$ cat src/rtl/uart_int_pkg.sv
package uart_int_pkg;
   localparam int NUM_LVL = 7;
   localparam int CODE_W  = 6;
   typedef logic [CODE_W-1:0] code_t;

   localparam code_t CODE_NONE  = 6'b000001;
   localparam code_t CODE_LINE  = 6'b000110;
   localparam code_t CODE_TMO   = 6'b001100;
   localparam code_t CODE_RXRDY = 6'b000100;
   localparam code_t CODE_TXRDY = 6'b000010;
   localparam code_t CODE_MODEM = 6'b000000;
   localparam code_t CODE_XSPEC = 6'b010000;
   localparam code_t CODE_FLOW  = 6'b100000;

   // index 0 is level 1 (highest priority)
   function automatic code_t lvl_code(input int idx);
      case (idx)
         0:       return CODE_LINE;
         1:       return CODE_TMO;
         2:       return CODE_RXRDY;
         3:       return CODE_TXRDY;
         4:       return CODE_MODEM;
         5:       return CODE_XSPEC;
         6:       return CODE_FLOW;
         default: return CODE_NONE;
      endcase
   endfunction
endpackage

$ cat src/rtl/irq_flag_latch.sv
module irq_flag_latch #(
   parameter int W    = 1,
   parameter bit EDGE = 1'b0
) (
   input  logic         clk,
   input  logic         rst,
   input  logic [W-1:0] ev_i,
   input  logic [W-1:0] en_i,
   input  logic         clr_i,
   output logic         pend_nx_o
);
   logic pend_q;
   logic set_w;

   if (W < 1 || W > 16) begin : g_bad_w
      $error("irq_flag_latch: W out of range");
   end

   if (EDGE) begin : g_edge
      logic [W-1:0] prev_q;
      always_ff @(posedge clk) begin
         prev_q <= ev_i;
      end
      assign set_w = |(ev_i & ~prev_q & en_i);
   end else begin : g_pulse
      assign set_w = |(ev_i & en_i);
   end

   assign pend_nx_o = set_w | (pend_q & ~clr_i);

   always_ff @(posedge clk) begin
      if (rst) pend_q <= 1'b0;
      else     pend_q <= pend_nx_o;
   end

   // a set event wins over a clear in the same cycle
   a_r11_set_holds: assert property (@(posedge clk) disable iff (rst)
      set_w |=> pend_q);
   a_r11_clear_drops: assert property (@(posedge clk) disable iff (rst)
      (clr_i && !set_w) |=> !pend_q);
endmodule

$ cat src/rtl/irq_prio_enc.sv
module irq_prio_enc
   import uart_int_pkg::*;
#(
   parameter int N = NUM_LVL
) (
   input  logic [N-1:0] pend_i,
   input  logic [N-1:0] en_i,
   output code_t        code_o,
   output logic         any_o
);
   if (N != NUM_LVL) begin : g_bad_n
      $error("irq_prio_enc: N must match the level count");
   end

   logic [N-1:0] act_w;
   assign act_w = pend_i & en_i;
   assign any_o = |act_w;

   always_comb begin
      code_o = CODE_NONE;
      for (int i = N - 1; i >= 0; i--) begin
         if (act_w[i]) code_o = lvl_code(i);
      end
   end
endmodule

$ cat src/rtl/uart_int_ident.sv
module uart_int_ident
   import uart_int_pkg::*;
#(
   parameter int LINE_W  = 4,
   parameter int MODEM_W = 4
) (
   input  logic               clk,
   input  logic               rst,
   input  logic [NUM_LVL-1:0] src_en_i,
   input  logic [LINE_W-1:0]  line_err_i,
   input  logic               rx_hit_i,
   input  logic               rx_tmo_i,
   input  logic               tx_empty_i,
   input  logic [MODEM_W-1:0] msr_chg_i,
   input  logic               xoff_det_i,
   input  logic               xon_det_i,
   input  logic               spec_det_i,
   input  logic               rx_char_i,
   input  logic               cts_i,
   input  logic               rts_i,
   input  logic               auto_cts_en_i,
   input  logic               auto_rts_en_i,
   input  logic               rd_stat_i,
   input  logic               rd_line_i,
   input  logic               rd_modem_i,
   input  logic               rd_rxdata_i,
   input  logic               wr_txdata_i,
   output logic [CODE_W-1:0]  int_id_o,
   output logic               irq_o
);
   if (LINE_W < 1 || MODEM_W < 1) begin : g_bad_cfg
      $error("uart_int_ident: flag widths must be positive");
   end

   code_t              code_q;
   logic               irq_q;
   logic [NUM_LVL-1:0] pend_nx;
   code_t              enc_code;
   logic               enc_any;
   logic               line_nx, tmo_nx, tx_nx, mdm_nx, xoff_nx, spec_nx, flow_nx;
   logic               stat_tx, stat_xs;

   // identification read acts on the code the host sees this cycle
   assign stat_tx = rd_stat_i && (code_q == CODE_TXRDY);
   assign stat_xs = rd_stat_i && (code_q == CODE_XSPEC);

   irq_flag_latch #(.W(LINE_W), .EDGE(1'b1)) u_line (
      .clk(clk), .rst(rst), .ev_i(line_err_i), .en_i({LINE_W{1'b1}}),
      .clr_i(rd_line_i), .pend_nx_o(line_nx));

   irq_flag_latch #(.W(1), .EDGE(1'b0)) u_tmo (
      .clk(clk), .rst(rst), .ev_i(rx_tmo_i), .en_i(1'b1),
      .clr_i(rd_rxdata_i), .pend_nx_o(tmo_nx));

   irq_flag_latch #(.W(1), .EDGE(1'b1)) u_tx (
      .clk(clk), .rst(rst), .ev_i(tx_empty_i), .en_i(1'b1),
      .clr_i(wr_txdata_i | stat_tx), .pend_nx_o(tx_nx));

   irq_flag_latch #(.W(MODEM_W), .EDGE(1'b1)) u_mdm (
      .clk(clk), .rst(rst), .ev_i(msr_chg_i), .en_i({MODEM_W{1'b1}}),
      .clr_i(rd_modem_i), .pend_nx_o(mdm_nx));

   irq_flag_latch #(.W(1), .EDGE(1'b0)) u_xoff (
      .clk(clk), .rst(rst), .ev_i(xoff_det_i), .en_i(1'b1),
      .clr_i(xon_det_i | stat_xs), .pend_nx_o(xoff_nx));

   irq_flag_latch #(.W(1), .EDGE(1'b0)) u_spec (
      .clk(clk), .rst(rst), .ev_i(spec_det_i), .en_i(1'b1),
      .clr_i(rx_char_i | stat_xs), .pend_nx_o(spec_nx));

   irq_flag_latch #(.W(2), .EDGE(1'b1)) u_flow (
      .clk(clk), .rst(rst), .ev_i({rts_i, cts_i}),
      .en_i({auto_rts_en_i, auto_cts_en_i}),
      .clr_i(rd_modem_i), .pend_nx_o(flow_nx));

   assign pend_nx = {flow_nx, xoff_nx | spec_nx, mdm_nx, tx_nx,
                     rx_hit_i, tmo_nx, line_nx};

   irq_prio_enc #(.N(NUM_LVL)) u_enc (
      .pend_i(pend_nx), .en_i(src_en_i), .code_o(enc_code), .any_o(enc_any));

   always_ff @(posedge clk) begin
      if (rst) begin
         code_q <= CODE_NONE;
         irq_q  <= 1'b0;
      end else begin
         code_q <= enc_code;
         irq_q  <= enc_any;
      end
   end

   assign int_id_o = code_q;
   assign irq_o    = irq_q;

   // reset leaves the idle code and no request
   a_r13_reset_idle: assert property (@(posedge clk)
      rst |=> (int_id_o == CODE_NONE && !irq_o));
   // request high exactly when a source code is shown
   a_r2_irq_code: assert property (@(posedge clk) disable iff (rst)
      irq_o == (int_id_o != CODE_NONE));
   // an enabled line-status event always wins
   a_r1_line_first: assert property (@(posedge clk) disable iff (rst)
      (line_nx && src_en_i[0]) |=> (int_id_o == CODE_LINE));
   // receive ready follows the level when nothing higher is active
   a_r4_rx_level: assert property (@(posedge clk) disable iff (rst)
      (rx_hit_i && src_en_i[2] && !(line_nx && src_en_i[0]) &&
       !(tmo_nx && src_en_i[1])) |=> (int_id_o == CODE_RXRDY));
endmodule

$ cat config.mk
export PLATFORM = sky130hd
export DESIGN_NAME = uart_int_ident
export DESIGN_NICKNAME = d
export VERILOG_FILES = /design/src/rtl/uart_int_pkg.sv /design/src/rtl/irq_flag_latch.sv /design/src/rtl/irq_prio_enc.sv /design/src/rtl/uart_int_ident.sv
export SDC_FILE = /design/constraint.sdc
export NUM_CORES = 1
export LEC_CHECK = 0
export BUFFER_PORTS_ARGS = -buffer_cell sky130_fd_sc_hd__buf_2
export CAP_MARGIN = 15
export CORE_AREA = 2 2 74 48
export CTS_BUF_LIST = sky130_fd_sc_hd__clkbuf_8
export DETAILED_ROUTE_END_ITERATION = 10
export DIE_AREA = 0 0 76 50
export GPL_ROUTABILITY_DRIVEN = 0
export GPL_TIMING_DRIVEN = 1
export PLACE_DENSITY_LB_ADDON = 0.2
export SLEW_MARGIN = 25
export SYNTH_ARGS = -nofsm -noshare
export SYNTH_HDL_FRONTEND = slang
export SYNTH_SLANG_ARGS = --single-unit
export TNS_END_PERCENT = 100
$ cat constraint.sdc
create_clock -name clk -period 1.5 [get_ports clk]
set_clock_uncertainty 0.1 [all_clocks]
set_input_delay 0.225 -clock clk [delete_from_list [all_inputs] [get_ports clk]]
set_output_delay 0.225 -clock clk [all_outputs]
set_load 0.01 [all_outputs]
Word-level counts from Yosys, hierarchy flattened
Index checks and enable logic that the tools add are counted.
W data, S select, Z words.
{ "totals": {"ff_bits": 25, "output_inout_bits": 7} }
{ "classes": {"muxes": 7, "reduce_logical": 9, "bitwise_logic": 34, "n_eq_ne": 2} }
{ "op_table": {"columns": ["cell", "n"], "rows": [
  ["$mux W4", 4],
  ["$reduce_or A7 Y1", 2],
  ["$or A1 B1 Y1", 11],
  ["$and A1 B1 Y1", 8],
  ["$and A4 B4 Y4", 2],
  ["$not A4 Y4", 2],
  ["$reduce_or A4 Y1", 2],
  ["$and A7 B7 Y7", 1],
  ["$not A1 Y1", 7],
  ["$eq A6 B2 Y1 const B", 1],
  ["$eq A6 B5 Y1 const B", 1],
  ["$mux W6", 1],
  ["$reduce_or A6 Y1", 1],
  ["$mux W5", 1],
  ["$and A2 B2 Y2", 2],
  ["$reduce_or A2 Y1", 2],
  ["$mux W3", 1],
  ["$logic_and A1 B1 Y1", 2],
  ["$not A2 Y2", 1]
]} }

Logic depth before layout (Yosys ltp)
{ "logic_depth": {"ltp_word": 15, "ltp_mapped": 5} }

Modules after synthesis
From an unflattened synthesis, not the netlist that was laid out.
{ "hier_totals": {"hier_cells": 91, "area_unflattened_um2": 1014.7} }
{ "modules_own_cells": {"columns": ["mod", "cells_each", "area_each_um2", "instances"], "rows": [
  ["irq_flag_latch at u_line ...", 13, 168.9, 2],
  ["uart_int_ident", 22, 249.0, 1],
  ["irq_flag_latch at u_spec ...", 5, 50.0, 3],
  ["irq_flag_latch at u_flow", 8, 105.1, 1],
  ["irq_prio_enc", 14, 93.8, 1],
  ["irq_flag_latch at u_tx", 6, 78.8, 1]
]} }

Worst setup path after synthesis
OpenSTA, ideal clock, no wires.
{ "synth_timing": {"path_kind": "reg-to-reg", "startpoint": "register code_q[0] (netlist: int_id_o[0])", "endpoint": "register irq_q (netlist: irq_o)", "stages_incl_launch_ff": 6, "arrival_ns": 1.284, "path_buffers": 0, "synth_period_minus_slack_ns": 1.517, "path_slack_ns": -0.017, "required_time_ns": 1.267, "setup_ns": 0.133, "path_cell_list": "dfxtp_1 > nor3b_2 > nand4b_4 > o311ai_2 > a21boi_2 > a31oi_1"} }
{ "synth_between": {"elab_chain_cells": 9} }
{ "synth_lines": {"columns": ["element", "line", "source"], "rows": [
  ["from (decl)", "uart_int_ident.sv:35", "code_t code_q;"],
  ["from (signal assigned)", "uart_int_ident.sv:87", "code_q <= enc_code;"],
  ["$eq A6 B5 Y1", "uart_int_ident.sv:45", "assign stat_xs = rd_stat_i && (code_q == CODE_XSPEC);"],
  ["$logic_and A1 B1 Y1", "uart_int_ident.sv:45", null],
  ["$or A1 B1 Y1, on equally long branches", "uart_int_ident.sv:65, uart_int_ident.sv:69", null],
  ["$not A1 Y1", "irq_flag_latch.sv:29", "assign pend_nx_o = set_w | (pend_q & ~clr_i);"],
  ["$and A1 B1 Y1", "irq_flag_latch.sv:29", null],
  ["$or A1 B1 Y1", "irq_flag_latch.sv:29", null],
  ["$or A1 B1 Y1", "uart_int_ident.sv:76", "assign pend_nx = {flow_nx, xoff_nx | spec_nx, mdm_nx, tx_nx,"],
  ["$and A7 B7 Y7 *", "irq_prio_enc.sv:16", "assign act_w = pend_i & en_i;"],
  ["$reduce_or A7 Y1 *", "irq_prio_enc.sv:17", "assign any_o = |act_w;"],
  ["to (signal assigned)", "uart_int_ident.sv:88", "irq_q <= enc_any;"],
  ["to (decl)", "uart_int_ident.sv:36", "logic irq_q;"]
]} }
Mark *: on every way between the ends. The rest lies on a longest branch, timed or not.
A chain may end at the register's enable or synchronous reset.

Final worst setup path
{ "layout_timing": {"startpoint": "register code_q[5] (netlist: int_id_o[5])", "endpoint": "register irq_q (netlist: irq_o)"} }
Same word-level chain as after synthesis.

==> results by group <==
Run status
  – Status: finished with violations
  – Failing checks: negative setup slack

Power
  – P_int: 0.00101 W
  – Sw frac: 22.7%
  – LEAKAGE: 0.654 nW
  – Comb pwr share: between 10% and 20%
  – Clock Power Share: roughly 28%
  – Power Density: 919 nW/µm²
  – Max IR drop VDD: between 0.0004 and 0.0005 V
  – P_sw: slightly below 0.0003 W
  – Seq pwr share: 55.0%

CTS
  – CTS Buf Count: 3
  – TritonCTS clock tree: done
  – Worst-Skew Late Latency: 260 ps
  – Clock buffer depth: 2
  – H-tree depth: 1
  – Clock sink total: 25
  – CTS clk-pin slew, worst paths: about 80 ps
  – Root buf cell: clkbuf_8

Logic synthesis
  – Async set or reset register ratio after synthesis: 0%
  – Post-synthesis cell area: about 890 µm²
  – Top cells by area, synth: dfxtp_1, nor2b_1, nor2_1, inv_1, nand4b_4
  – Syn Nets: 117
  – Flops & latches, synth: 25
  – Unique masters post-synth: 32
  – Yosys top cell area share: a little under three fifths
  – Synth warn: 0
  – Mean Syn Cell Area: ~11 µm²
  – Number of flops mapped to enable cells by yosys: 0
  – Synth Instances: 84
  – Synth area leader: dfxtp_1
  – Primary FF master, synth: dfxtp_1
  – Seq/Total Area, Yosys: 56.3%

Setup path
  – Worst r2r path cells: 6
  – Worst setup EP type: flip-flop
  – Reg-to-reg slack, setup: -70 ps
  – Critical path depth: 6
  – CP endpoint: irq_o$_SDFF_PP0_
  – Crit Path Class: flip-flop to flip-flop
  – Slowest cell on the critical path: dfxtp_2
  – Arrival time at the worst endpoint: 1610 ps
  – Nature of the critical path startpoint: flip-flop
  – Critical R2R Launch: int_id_o[5]$_SDFF_PP0_
  – Max FO, Critical Path: 3
  – Crit path from: int_id_o[5]$_SDFF_PP0_
  – Largest delay share family, worst path: compound AO/OA/AOI/OAI gates
  – Crit path cell chain: nor3b_2 -> buf_4 -> nand4b_4 -> o311ai_4 -> a21boi_2 -> a31oi_1
  – Worst R2R End: irq_o$_SDFF_PP0_
  – Critical path's largest stage delay: approximately 330 ps
  – WP data required: 1550 ps
  – WP buf/inv: 1

GRT
  – Initial antenna violation count: 0
  – Gr ovfl total: 0
  – Vias in the first global route: roughly 810
  – First-pass GRT wire length: 3.38 mm
  – Largest net degree at the start of global routing: 14
  – Tot GR Track Use: 11.3%

Drt
  – DRC Markers: 0
  – Iteration-0 DRC Markers: 9
  – DR WL/cell: 10.1 µm
  – Via count: about 800
  – Vias per cell: 4.18
  – Drt first pass iters: 4
  – Final WL: just under 2 mm
  – Final ANT Viol Nets: 0

STA
  – Final WS setup: -65.8 ps
  – Setup-failing EPs final: 3
  – Hold Vio Cnt, Final: 0
  – Post-route setup TNS: -132 ps
  – Fmax: 639 MHz
  – RSZ-0062 raised after global routing: yes
  – Max-slew violation count: 0
  – Slew @ Worst Pin: 377 ps
  – Period utilization: 104%
  – Final Critical Period: 1570 ps
  – Slew margin rel.: roughly three quarters

Job
  – Max-cap viol count: 0

Finish
  – Antenna cell count: 0
  – Fill count: 317
  – Area of the multi-input gates: 412 µm²
  – Commonest non-fill, non-tap cells in the layout: buf_2, dfxtp_1, dlygate4sd3_1
  – Fraction of layout cells with a size suffix above 1: 44.2%
  – Register Area: 502 µm²
  – Most common cell after layout, fill and taps aside: buf_2
  – Fin nets: 181
  – Fin util: 45.8%
  – Area Growth Syn to Fin: 59.8%

Floorplanning
  – DIE AREA: around 3800 µm²
  – Boundary Pins: 40
  – Num rows: 16
  – Core area: 3100 µm²
  – Die W: between 70 and 80 µm
  – Die Height: 50 µm
  – Initial core utilization: 28.7%

Place
  – Final HPWL DP: 1.54 mm
  – Port bufs: 39

Worst hold path
  – Worst min-delay path class: primary input to flip-flop
==> worst reg2reg max path: stages (launching register included) <==
cell	delay [ps]
dfxtp_2	330
nor3b_2	200
buf_4	150
nand4b_4	110
o311ai_4	250
a21boi_2	220
a31oi_1	90
==> layout make-up <==
type / instances / share of cell area [%]
flip-flops and latches: 25 / 35.3
multi-input cells: 51 / 29.0
repair buffers: 60 / 26.8
well taps: 45 / 3.96
clock buffers: 3 / 2.90
inverters: 7 / 1.85
clock inverters: 1 / 0.264
==> timing repair <==
action | 4_1_cts | 5_1_grt
buffers inserted | 2 | 1
pin swaps | 6 | 2
gates resized for setup | 7 | 2
gates cloned | 0 | 0
endpoints found under the hold margin | 11 | 0
hold buffers | 11 | 0
endpoints found under the setup margin | 4 | 5
==> power groups by stage <==
stage,clock (W),combinational (W),sequential (W)
global route,0.000411,0.000241,0.000723
CTS,0.000389,0.000215,0.000719
floorplan,0,0.0000839,0.000735
finish,0.000371,0.000217,0.000718
detailed placement,0,0.000183,0.000732
global placement,0,0.000180,0.000730
==> through the flow <==
stage | instance area [µm²] | setup slack [ps] | hold slack, ps | power, W | cells
4_1_cts | 1410 | -76.8 | 126 | 0.00132 | 192
6_report | 1420 | -65.8 | 128 | 0.00131 | 192
3_3_place_gp | 1210 | -41.7 | 238 | 0.000911 | 176
5_1_grt | 1420 | -191 | 132 | 0.00138 | 192
3_5_place_dp | 1210 | -88.7 | 241 | 0.000915 | 176
2_1_floorplan | 900 | 1.26 | 153 | 0.000818 | 84
==> how the worst min path moves through the flow <==
stage / start / endpoint / slack, ps / cells after the start
6_report: src_en_i[1] / int_id_o[3]$_SDFF_PP0_ / 130 / 2
5_1_grt: src_en_i[1] / int_id_o[3]$_SDFF_PP0_ / 130 / 2
4_1_cts: src_en_i[1] / int_id_o[3]$_SDFF_PP0_ / 130 / 2
3_5_place_dp: line_err_i[0] / u_line.g_edge.prev_q[0]$_DFF_P_ / 240 / 1
3_3_place_gp: line_err_i[2] / u_line.g_edge.prev_q[2]$_DFF_P_ / 240 / 1
2_1_floorplan: cts_i / u_flow.g_edge.prev_q[0]$_DFF_P_ / 150 / 0
==> routing by layer <==
layer,part of all wire (%),vias to the layer above,GRT usage [%]
met5,0,-,0
met4,0.67,0,1.82
met3,7.4,2,5.13
met2,44,23,19.0
met1,48,360,13.6
li1,-,418,-
==> sequential cells by signal, summed over array words and instances (netlist names) <==
signal	cells
u_mdm.g_edge.prev_q	4
u_flow.pend_q	1
u_spec.pend_q	1
u_tx.pend_q	1
u_line.g_edge.prev_q	4
u_tx.g_edge.prev_q	1
u_line.pend_q	1
u_xoff.pend_q	1
u_flow.g_edge.prev_q	2
irq_o	1
u_tmo.pend_q	1
u_mdm.pend_q	1
int_id_o	6
==> cell families (layout without fill, tap and decap cells) <==
| family | after synthesis | in the layout | synth area share, % |
|---|---|---|---|
| AND/OR/NAND/NOR | 35 | 35 | 25.7 |
| AO/OA/AOI/OAI | 16 | 16 | 14.6 |
| buffers and inverters | 8 | 71 | 3.38 |
| flip-flops | 25 | 25 | 56.3 |
==> synth_stat cells, types with 2 or more instances <==
| master | n |
|---|---|
| dfxtp_1 | 25 |
| nor2b_1 | 10 |
| nor2_1 | 9 |
| inv_1 | 7 |
| nor3_1 | 3 |
| a21oi_1 | 2 |
| nand2b_1 | 2 |
| o221ai_1 | 2 |
(Power assumes the default switching activity.)
